**config.mk**
```make
export PLATFORM = sky130hd
export DESIGN_NAME = irq_boundary_poller
export DESIGN_NICKNAME = d
export VERILOG_FILES = /design/src/rtl/irq_poll_pkg.sv /design/src/rtl/irq_pin_sync.sv /design/src/rtl/irq_flag_bank.sv /design/src/rtl/irq_boundary_qual.sv /design/src/rtl/irq_prio_pick.sv /design/src/rtl/irq_boundary_poller.sv
export SDC_FILE = /design/constraint.sdc
export NUM_CORES = 1
export LEC_CHECK = 0
export ABC_AREA = 1
export CAP_MARGIN = 20
export CELL_PAD_IN_SITES_DETAIL_PLACEMENT = 1
export CELL_PAD_IN_SITES_GLOBAL_PLACEMENT = 1
export CORE_MARGIN = 3
export CORE_UTILIZATION = 30
export DETAILED_ROUTE_END_ITERATION = 12
export PLACE_DENSITY = 0.68
export SYNTH_ARGS = -nofsm -noshare
export SYNTH_HDL_FRONTEND = slang
export SYNTH_SLANG_ARGS = --single-unit
```
**constraint.sdc**
```tcl
create_clock -name clk -period 2.1 [get_ports clk]
set_input_delay 0.315 -clock clk [delete_from_list [all_inputs] [get_ports clk]]
set_output_delay 0.315 -clock clk [all_outputs]
set_load 0.1 [all_outputs]
```
**src/rtl/irq_poll_pkg.sv**
```systemverilog
package irq_poll_pkg;
   // Number of dedicated external pins; they occupy the lowest indices.
   localparam int unsigned EXT_PINS = 2;

   typedef enum logic {
      TRIG_LEVEL = 1'b0,
      TRIG_FALL  = 1'b1
   } trig_e;
endpackage

```
**src/rtl/irq_pin_sync.sv**
```systemverilog
module irq_pin_sync #(
   parameter int unsigned STAGES = 2,
   parameter logic        IDLE   = 1'b1
) (
   input  logic clk,
   input  logic rst_n,
   input  logic pin_i,
   output logic cur_o,
   output logic prev_o
);
   generate
      if (STAGES < 2) begin : g_bad_stages
         $error("irq_pin_sync: STAGES must be at least 2");
      end
   endgenerate

   // chain[STAGES-1] is the synchronised sample, chain[STAGES] the one before it
   logic [STAGES:0] chain;

   always_ff @(posedge clk or negedge rst_n) begin
      if (!rst_n) chain <= {(STAGES+1){IDLE}};
      else        chain <= {chain[STAGES-1:0], pin_i};
   end

   assign cur_o  = chain[STAGES-1];
   assign prev_o = chain[STAGES];
endmodule

```
**src/rtl/irq_flag_bank.sv**
```systemverilog
module irq_flag_bank
   import irq_poll_pkg::*;
#(
   parameter int unsigned N_SRC = 6,
   parameter int unsigned IDX_W = 3
) (
   input  logic                      clk,
   input  logic                      rst_n,
   input  logic [EXT_PINS-1:0]       ext_cur,
   input  logic [EXT_PINS-1:0]       ext_prev,
   input  logic [EXT_PINS-1:0]       ext_mode,
   input  logic [N_SRC-EXT_PINS-1:0] int_req,
   input  logic                      ack,
   input  logic [IDX_W-1:0]          ack_idx,
   output logic [N_SRC-1:0]          flags_o
);
   generate
      if (N_SRC <= EXT_PINS) begin : g_bad_count
         $error("irq_flag_bank: at least one internal source required");
      end
      if ((1 << IDX_W) < N_SRC) begin : g_bad_width
         $error("irq_flag_bank: IDX_W too narrow for N_SRC");
      end
   endgenerate

   logic [N_SRC-1:0] flag_q;
   logic [N_SRC-1:0] flag_d;

   genvar gi;
   generate
      for (gi = 0; gi < N_SRC; gi++) begin : g_src
         logic hit;
         assign hit = ack && (ack_idx == IDX_W'(gi));
         if (gi < EXT_PINS) begin : g_pin
            logic fall;
            assign fall = ext_prev[gi] & ~ext_cur[gi];
            always_comb begin
               if (trig_e'(ext_mode[gi]) == TRIG_FALL)
                  flag_d[gi] = fall | (flag_q[gi] & ~hit);
               else
                  flag_d[gi] = ~ext_cur[gi];
            end
         end else begin : g_int
            assign flag_d[gi] = int_req[gi-EXT_PINS] | (flag_q[gi] & ~hit);
         end
      end
   endgenerate

   always_ff @(posedge clk or negedge rst_n) begin
      if (!rst_n) flag_q <= '0;
      else        flag_q <= flag_d;
   end

   assign flags_o = flag_q;
endmodule

```
**src/rtl/irq_boundary_qual.sv**
```systemverilog
module irq_boundary_qual #(
   parameter int unsigned N_SRC = 6
) (
   input  logic             clk,
   input  logic             rst_n,
   input  logic [N_SRC-1:0] flags_i,
   input  logic             cyc_penult,
   input  logic             cyc_last,
   input  logic             single_cyc,
   output logic [N_SRC-1:0] qual_o
);
   // Two snapshots: one taken at the end of the second-to-last cycle, one at
   // the end of the final cycle (used by a following one-clock instruction).
   logic [N_SRC-1:0] snap_pen_q;
   logic [N_SRC-1:0] snap_last_q;

   always_ff @(posedge clk or negedge rst_n) begin
      if (!rst_n) begin
         snap_pen_q  <= '0;
         snap_last_q <= '0;
      end else begin
         if (cyc_penult) snap_pen_q  <= flags_i;
         if (cyc_last)   snap_last_q <= flags_i;
      end
   end

   assign qual_o = single_cyc ? snap_last_q : snap_pen_q;
endmodule

```
**src/rtl/irq_prio_pick.sv**
```systemverilog
module irq_prio_pick #(
   parameter int unsigned N_SRC = 6,
   parameter int unsigned IDX_W = 3
) (
   input  logic [N_SRC-1:0] cand_i,
   output logic             any_o,
   output logic [IDX_W-1:0] idx_o
);
   always_comb begin
      any_o = |cand_i;
      idx_o = '0;
      for (int i = N_SRC - 1; i >= 0; i--) begin
         if (cand_i[i]) idx_o = IDX_W'(i);
      end
   end
endmodule

```
**src/rtl/irq_boundary_poller.sv**
```systemverilog
module irq_boundary_poller
   import irq_poll_pkg::*;
#(
   parameter  int unsigned NUM_INT     = 4,
   parameter  int unsigned SYNC_STAGES = 2,
   localparam int unsigned N_SRC       = EXT_PINS + NUM_INT,
   localparam int unsigned IDX_W       = (N_SRC > 1) ? $clog2(N_SRC) : 1
) (
   input  logic                clk,
   input  logic                rst_n,
   input  logic [EXT_PINS-1:0] ext_irq_n,
   input  logic [EXT_PINS-1:0] ext_trig_fall,
   input  logic [NUM_INT-1:0]  int_req,
   input  logic [N_SRC-1:0]    src_en,
   input  logic                global_en,
   input  logic                cyc_penult,
   input  logic                cyc_last,
   input  logic                single_cyc,
   input  logic                ack,
   input  logic [IDX_W-1:0]    ack_idx,
   output logic                irq_req,
   output logic [IDX_W-1:0]    irq_idx
);
   generate
      if (NUM_INT < 1) begin : g_bad_int
         $error("irq_boundary_poller: NUM_INT must be at least 1");
      end
   endgenerate

   logic [EXT_PINS-1:0] pin_cur;
   logic [EXT_PINS-1:0] pin_prev;
   logic [N_SRC-1:0]    flag_vec;
   logic [N_SRC-1:0]    qual_vec;
   logic [N_SRC-1:0]    cand_vec;
   logic                pick_any;
   logic [IDX_W-1:0]    pick_idx;
   logic                fire;

   genvar gp;
   generate
      for (gp = 0; gp < EXT_PINS; gp++) begin : g_pin
         irq_pin_sync #(
            .STAGES (SYNC_STAGES),
            .IDLE   (1'b1)
         ) u_sync (
            .clk    (clk),
            .rst_n  (rst_n),
            .pin_i  (ext_irq_n[gp]),
            .cur_o  (pin_cur[gp]),
            .prev_o (pin_prev[gp])
         );
      end
   endgenerate

   irq_flag_bank #(
      .N_SRC (N_SRC),
      .IDX_W (IDX_W)
   ) u_flags (
      .clk      (clk),
      .rst_n    (rst_n),
      .ext_cur  (pin_cur),
      .ext_prev (pin_prev),
      .ext_mode (ext_trig_fall),
      .int_req  (int_req),
      .ack      (ack),
      .ack_idx  (ack_idx),
      .flags_o  (flag_vec)
   );

   irq_boundary_qual #(
      .N_SRC (N_SRC)
   ) u_qual (
      .clk        (clk),
      .rst_n      (rst_n),
      .flags_i    (flag_vec),
      .cyc_penult (cyc_penult),
      .cyc_last   (cyc_last),
      .single_cyc (single_cyc),
      .qual_o     (qual_vec)
   );

   // qualified at the latch point, still pending now, and allowed by both masks
   assign cand_vec = qual_vec & flag_vec & src_en & {N_SRC{global_en}};

   irq_prio_pick #(
      .N_SRC (N_SRC),
      .IDX_W (IDX_W)
   ) u_pick (
      .cand_i (cand_vec),
      .any_o  (pick_any),
      .idx_o  (pick_idx)
   );

   assign fire = cyc_last & pick_any;

   always_ff @(posedge clk or negedge rst_n) begin
      if (!rst_n) begin
         irq_req <= 1'b0;
         irq_idx <= '0;
      end else begin
         irq_req <= fire;
         irq_idx <= fire ? pick_idx : '0;
      end
   end
endmodule

```
==> results_dict.tcl, run 1 <==
set metrics [dict create \
    port_buffers 27 \
    drc 0 \
    cp.required_ns 2.26 \
    fillers 452 \
    start_util_pct 32.5 \
    synthFlopType "dfrtp_1" \
    ys_top_cells_by_area "dfrtp_1 (44%), dfstp_2 (13%), nand2_1 (12%), mux2_2 (8.1%), inv_1 (5.7%)" \
    tightest_slew_ns 0.441 \
    rr_startpoint "u_flags.flags_o[5]" \
    grt_pass1_vias 1075 \
    htree_num_levels 1 \
    vias_per_cell 4.56 \
    post-cts-setup-buffer-count 0 \
    die_area_um2 4990 \
    min_to "g_pin[1].u_sync.chain[1]" \
    synth_most_common_cell "nand2_1" \
    synth_cell_type_count 19 \
    synth.top_cell.area_share_pct 43.9 \
    worstSetupPathType "input port to register" \
    hpwl_mm 2.26 \
    syn-cell-area_um2 1250 \
    hold_class "register to register" \
    drv_cap 0 \
    detail-route-antenna-nets 0 \
    dr.pass1.iters 2 \
    clock_sinks 28 \
    routed_wl_mm 2.81 \
    synth.net_count 158 \
    crit_slowest_cell "clkdlybuf4s50_1" \
    design_area_um2 1620 \
    placed_cells 207 \
    clockRootBuffer "clkbuf_8" \
    cpMostUsedCell "nand2_1" \
    fin_nets 188 \
    slew_violations 0 \
    status "complete, no violations" \
    grt_overflow_total 0 \
    die_w_um 70.6 \
    gr-usage-all-layers_pct 12.3 \
    grt_start_max_net_pins 29 \
    fin_tns_setup_ns 0 \
    r2r-end "irq_idx[0]" \
    crit_chain "clkdlybuf4s50_1 -> inv_6 -> nand2_1 -> nand2_1 -> nand2_2 -> nand2_2 -> nor2_2 -> nand2_1 -> nand3_1 -> nor2_1" \
    vias 962 \
    hold_viol_final 0 \
    start_kind "input port" \
    avgSynthCellArea_um2 9.36 \
    final_layout_size_suffix_gt1_share_pct 20.2 \
    grt_pass1_wl_mm 4.90 \
    crit_path_end_kind "register" \
    wl_per_cell_um 13.3 \
    core-area_um2 3850 \
    die_y_um 70.6 \
    cellPowerDensity_nw_per_um2 760 \
    fin_skew_ns 0.00335 \
    path_max_fanout 8 \
    area_growth_pct 29.4 \
    synth_seq_cells 28 \
    ir_drop_mv 0.280 \
    p_leak_nw 0.767 \
    reg2reg_setup_slack_ns 0.97 \
    clkSlewWorstSetupHoldPaths_ns 0.09 \
    postPlaceCellArea_um2 1550 \
    min_path_cells 0 \
    slowest_delay_ns 0.72 \
    ctsLongestPathBuffers 2 \
    routabilityCongestion 0.748 \
    synth_cells 134 \
    synth_area_leader_cell "dfrtp_1" \
    hold_start "g_pin[1].u_sync.chain[0]" \
    reg2reg_depth 8 \
    antenna_found_initial 0 \
    postCtsHoldBufs 0 \
    post_synth_most_frequent_cells "nand2_1 (39), dfrtp_1 (22), inv_1 (19)" \
    num_io_pins 28 \
    cts_resized 0 \
    clock.fmax_mhz 658 \
    synth_edf_count 0 \
    crit_arrival_ns 1.68 \
    seq_area_frac_synth_pct 56.5 \
    diodes 0 \
    drtIter0Drc 12 \
    relSlewSlack_pct 70.5 \
    fin_crit_sh_pct 72.3 \
    stdcell_count 211 \
    clock_latency_ns 0.27 \
    final_util_pct 42.1 \
    cts_buffers 3 \
    core.rowCount 22 \
    cts_tree "done" \
    async_flop_share_pct 100 \
    finalSetupViolCount 0 \
    ys_warn_count 0 \
    grt_setup_unrepaired "no" \
    post-route-min-period_ns 1.52 \
]
-- layout make-up --
cell class	count	area, µm²	share of cell area [%]
clock buffers	3	41.3	2.54
repair buffers	28	268	16.5
multi-input cells	83	435	26.8
flip-flops and latches	28	708	43.6
inverters	20	80.1	4.93
well taps	48	60.1	3.70
clock inverters	1	30.0	1.85
-- per-stage QoR --
stage / total power, mW / hold slack (ns) / worst slack, ns
4_1_cts: 1.25 / 0.367 / 0.577
3_3_place_gp: 0.822 / 0.345 / 0.322
2_1_floorplan: 0.740 / 0.0194 / 0.902
6_report: 1.23 / 0.363 / 0.581
3_5_place_dp: 0.831 / 0.353 / 0.290
5_1_grt: 1.29 / 0.370 / 0.451
-- cell usage in the layout, fill, tap and decap left out --
cell type / netlist / layout
a21oi_1: 1 / 1
mux2_2: 9 / 9
a21boi_0: 2 / 2
clkbuf_8: 1 / 3
o21ai_0: 9 / 9
buf_4: 0 / 5
nand2_2: 4 / 4
dfrtp_1: 22 / 22
nand3_1: 5 / 5
o21ai_1: 1 / 1
inv_6: 1 / 1
nor3_1: 1 / 1
clkdlybuf4s50_1: 0 / 23
dfstp_2: 6 / 6
inv_1: 19 / 19
nand2_1: 39 / 39
o211ai_1: 2 / 2
bufinv_16: 0 / 1
nor2_1: 6 / 6
nor2_2: 4 / 4
-- cell families (layout without fill, tap and decap cells) --
group           count (synthesis)  after routing  share of synthesized area [%]
buf+inv                        23             52                           8.78
compound gates                 15             15                           6.78
simple gates                   59             59                           19.9
mux                             9              9                           8.08
flops                          28             28                           56.5
-- worst max-delay path by stage --
| stage | depth (start not counted) | startpoint | endpoint |
|---|---|---|---|
| 6_report | 10 | single_cyc | irq_idx[0] |
| 5_1_grt | 10 | single_cyc | irq_idx[0] |
| 4_1_cts | 10 | single_cyc | irq_idx[0] |
| 3_5_place_dp | 10 | single_cyc | irq_idx[0] |
| 3_3_place_gp | 10 | single_cyc | irq_idx[0] |
| 2_1_floorplan | 0 | irq_idx[0] | irq_idx[0] |
-- sequential cells by signal, summed over array words and instances, names as in the netlist --
signal and count:
g_pin.u_sync.chain 6, u_flags.flags_o 6, u_qual.snap_last_q 6, irq_req 1, u_qual.snap_pen_q 6, irq_idx 3
-- layer usage --
metal	global-route usage [%]	up-vias	share of wire [%]
met5	0	-	0
met4	2.51	0	0.75
met3	3.55	4	5.7
met2	22.1	27	50
met1	14.6	459	43
li1	-	472	-
-- report_power, final --
group | leakage [nW] | internal (mW) | switching (mW)
Clock | 0.0357 | 0.255 | 0.163
Combinational | 0.430 | 0.0887 | 0.125
Sequential | 0.301 | 0.582 | 0.0201
Total | 0.767 | 0.925 | 0.308
-- worst max-delay path, delay by kind of cell --
| family | cells | cell delay (ns) |
|---|---|---|
| and+or+nand+nor | 8 | 0.59 |
| buffers and inverters | 2 | 0.79 |
No activity file was read; power rests on OpenSTA's default activity.
==> run 2, diff against run 1 <==
PLACE_DENSITY = 0.71   (was 0.68)
clock period = 1.27 ns   (was 2.1 ns; I/O delays follow)
==> results_dict.tcl, run 2 (same netlist as run 1, synthesis figures left out) <==
set metrics [dict create \
    clock_sinks 28 \
    combPwrFrac_pct 20.6 \
    path_max_fanout 4 \
    final_layout_size_suffix_gt1_share_pct 24.7 \
    die_y_um 70.6 \
    clock_power_share_pct 28.1 \
    grt_overflow_total 0 \
    crit_path_end_kind "register" \
    fillers 449 \
    routed_wl_mm 2.73 \
    clockRootBuffer "clkbuf_8" \
    dp_slack_ns -0.295 \
    p_leak_nw 0.829 \
    status "complete, no violations" \
    crit_chain "nand2_1 -> nor2_2 -> nand2_2 -> nand2_2 -> nor2_2 -> nand2_1 -> nand3_1 -> nor2_1" \
    dr.pass1.iters 3 \
    core.rowCount 22 \
    cp.required_ns 1.44 \
    fin_nets 195 \
    final_cell_mix "nand2_1 (37), dfrtp_1 (22), clkdlybuf4s50_1 (21)" \
    reg2reg_setup_slack_ns 0.12 \
    hold_viol_final 0 \
    diodes 0 \
    clkSlewWorstSetupHoldPaths_ns 0.09 \
    hold_class "input port to asynchronous set/reset pin" \
    fin_hold_ws_ns 0.268 \
    drc 0 \
    crit_buf_inv 0 \
    routabilityCongestion 0.836 \
    postCtsHoldBufs 0 \
    clock_latency_ns 0.27 \
    fin_crit_sh_pct 90.3 \
    grt_start_max_net_pins 29 \
    worstSetupPathType "register to register" \
    cts_tree "done" \
    postPlaceCellArea_um2 1670 \
    cellPowerDensity_nw_per_um2 1120 \
    fin_skew_ns 0.00137 \
    post-route-min-period_ns 1.15 \
    placed_cells 214 \
    relSlewSlack_pct 84.6 \
    finalPower_mw 1.95 \
    crit_arrival_ns 1.31 \
    clock.fmax_mhz 872 \
    design_area_um2 1740 \
    p_int_mw 1.43 \
    final_common_cell "nand2_1" \
    grt_setup_unrepaired "no" \
    vias_per_cell 4.45 \
    area_growth_pct 38.4 \
    core-area_um2 3850 \
    cts_buffers 3 \
    grt_pass1_wl_mm 4.71 \
    vias 971 \
    crit_slowest_cell "dfrtp_1" \
    port_buffers 27 \
    gr-usage-all-layers_pct 11.7 \
    fin_ws_ns 0.123 \
    hpwl_mm 2.23 \
    slew_violations 0 \
    post-cts-setup-buffer-count 0 \
    pwr-share-seq_pct 51.3 \
    antenna_found_initial 0 \
    detail-route-antenna-nets 0 \
    num_io_pins 28 \
    slowest_delay_ns 0.44 \
    critPathTopFamily "simple AND/OR/NAND/NOR gates" \
    switching_share_pct 26.8 \
    die_area_um2 4990 \
    ir_drop_mv 0.519 \
    start_kind "register" \
    stdcell_count 218 \
    finalSetupViolCount 0 \
    htree_num_levels 1 \
    ctsLongestPathBuffers 2 \
    start_util_pct 32.5 \
    wl_per_cell_um 12.5 \
    tightest_slew_ns 0.231 \
    drv_cap 0 \
    grt_pass1_vias 1053 \
    die_w_um 70.6 \
    p_switching_uw 523 \
    drtIter0Drc 25 \
]
## run 2: cell type report
class / count / area (µm²) / area share (%)
clock buffers: 4 / 55.1 / 3.17
flip-flops and latches: 28 / 708 / 40.8
repair buffers: 35 / 392 / 22.6
inverters: 20 / 80.1 / 4.61
multi-input cells: 83 / 440 / 25.4
well taps: 48 / 60.1 / 3.46
## run 2: path summary, 6_finish.rpt
| check | from | endpoint | cells after the start |
|---|---|---|---|
| setup / recovery | u_flags.flags_o[3] | irq_idx[0] | 8 |
| hold / removal | rst_n | u_qual.snap_last_q[5] | 2 |
| setup reg to reg | u_flags.flags_o[3] | irq_idx[0] | 8 |
| hold reg to reg | g_pin[1].u_sync.chain[0] | g_pin[1].u_sync.chain[1] | 0 |
| max in group asynchronous | rst_n | g_pin[0].u_sync.chain[2] | 2 |
| min in group clk | ext_irq_n[1] | g_pin[1].u_sync.chain[0] | 1 |
## run 2: metrics by stage
stage	TNS (ns)	util (%)
6_report	0	45.0
3_3_place_gp	-0.791	43.2
2_1_floorplan	0	-
4_1_cts	0	44.8
3_5_place_dp	-0.978	43.2
5_1_grt	0	45.0
## run 2: worst reg2reg max path: cells and delay by family (launching register included)
family,cells,cell delay (ns)
flops,1,0.44
simple gates,8,0.60
## run 2: routing by layer
metal | part of all wire, % | global-route usage (%) | up-vias | routed length (µm)
met3 | 5.3 | 2.41 | 3 | 145
li1 | - | - | 488 | -
met2 | 46 | 19.4 | 29 | 1270
met4 | 0.81 | 3.13 | 0 | 22
met5 | 0 | 0 | - | 0
met1 | 47 | 15.5 | 451 | 1290
## run 2: what timing repair did
item                       CTS  global route
setup endpoints to repair    1             2
pin swaps                    0             1
resized for setup            1             4
## run 2: power groups by stage
| stage | combinational [mW] | clock, mW | sequential, mW |
|---|---|---|---|
| finish | 0.401 | 0.549 | 1.00 |
| detailed placement | 0.405 | 0 | 1.02 |
| global route | 0.441 | 0.609 | 1.01 |
| global placement | 0.394 | 0 | 1.02 |
| CTS | 0.407 | 0.561 | 1.00 |
| floorplan | 0.150 | 0 | 1.07 |
==> run 3, diff against run 2 <==
SKIP_CTS_REPAIR_TIMING = 1   (was unset)
==> results of run 3 <==
The final DEF is identical to that of run 2; final timing and power are the same.
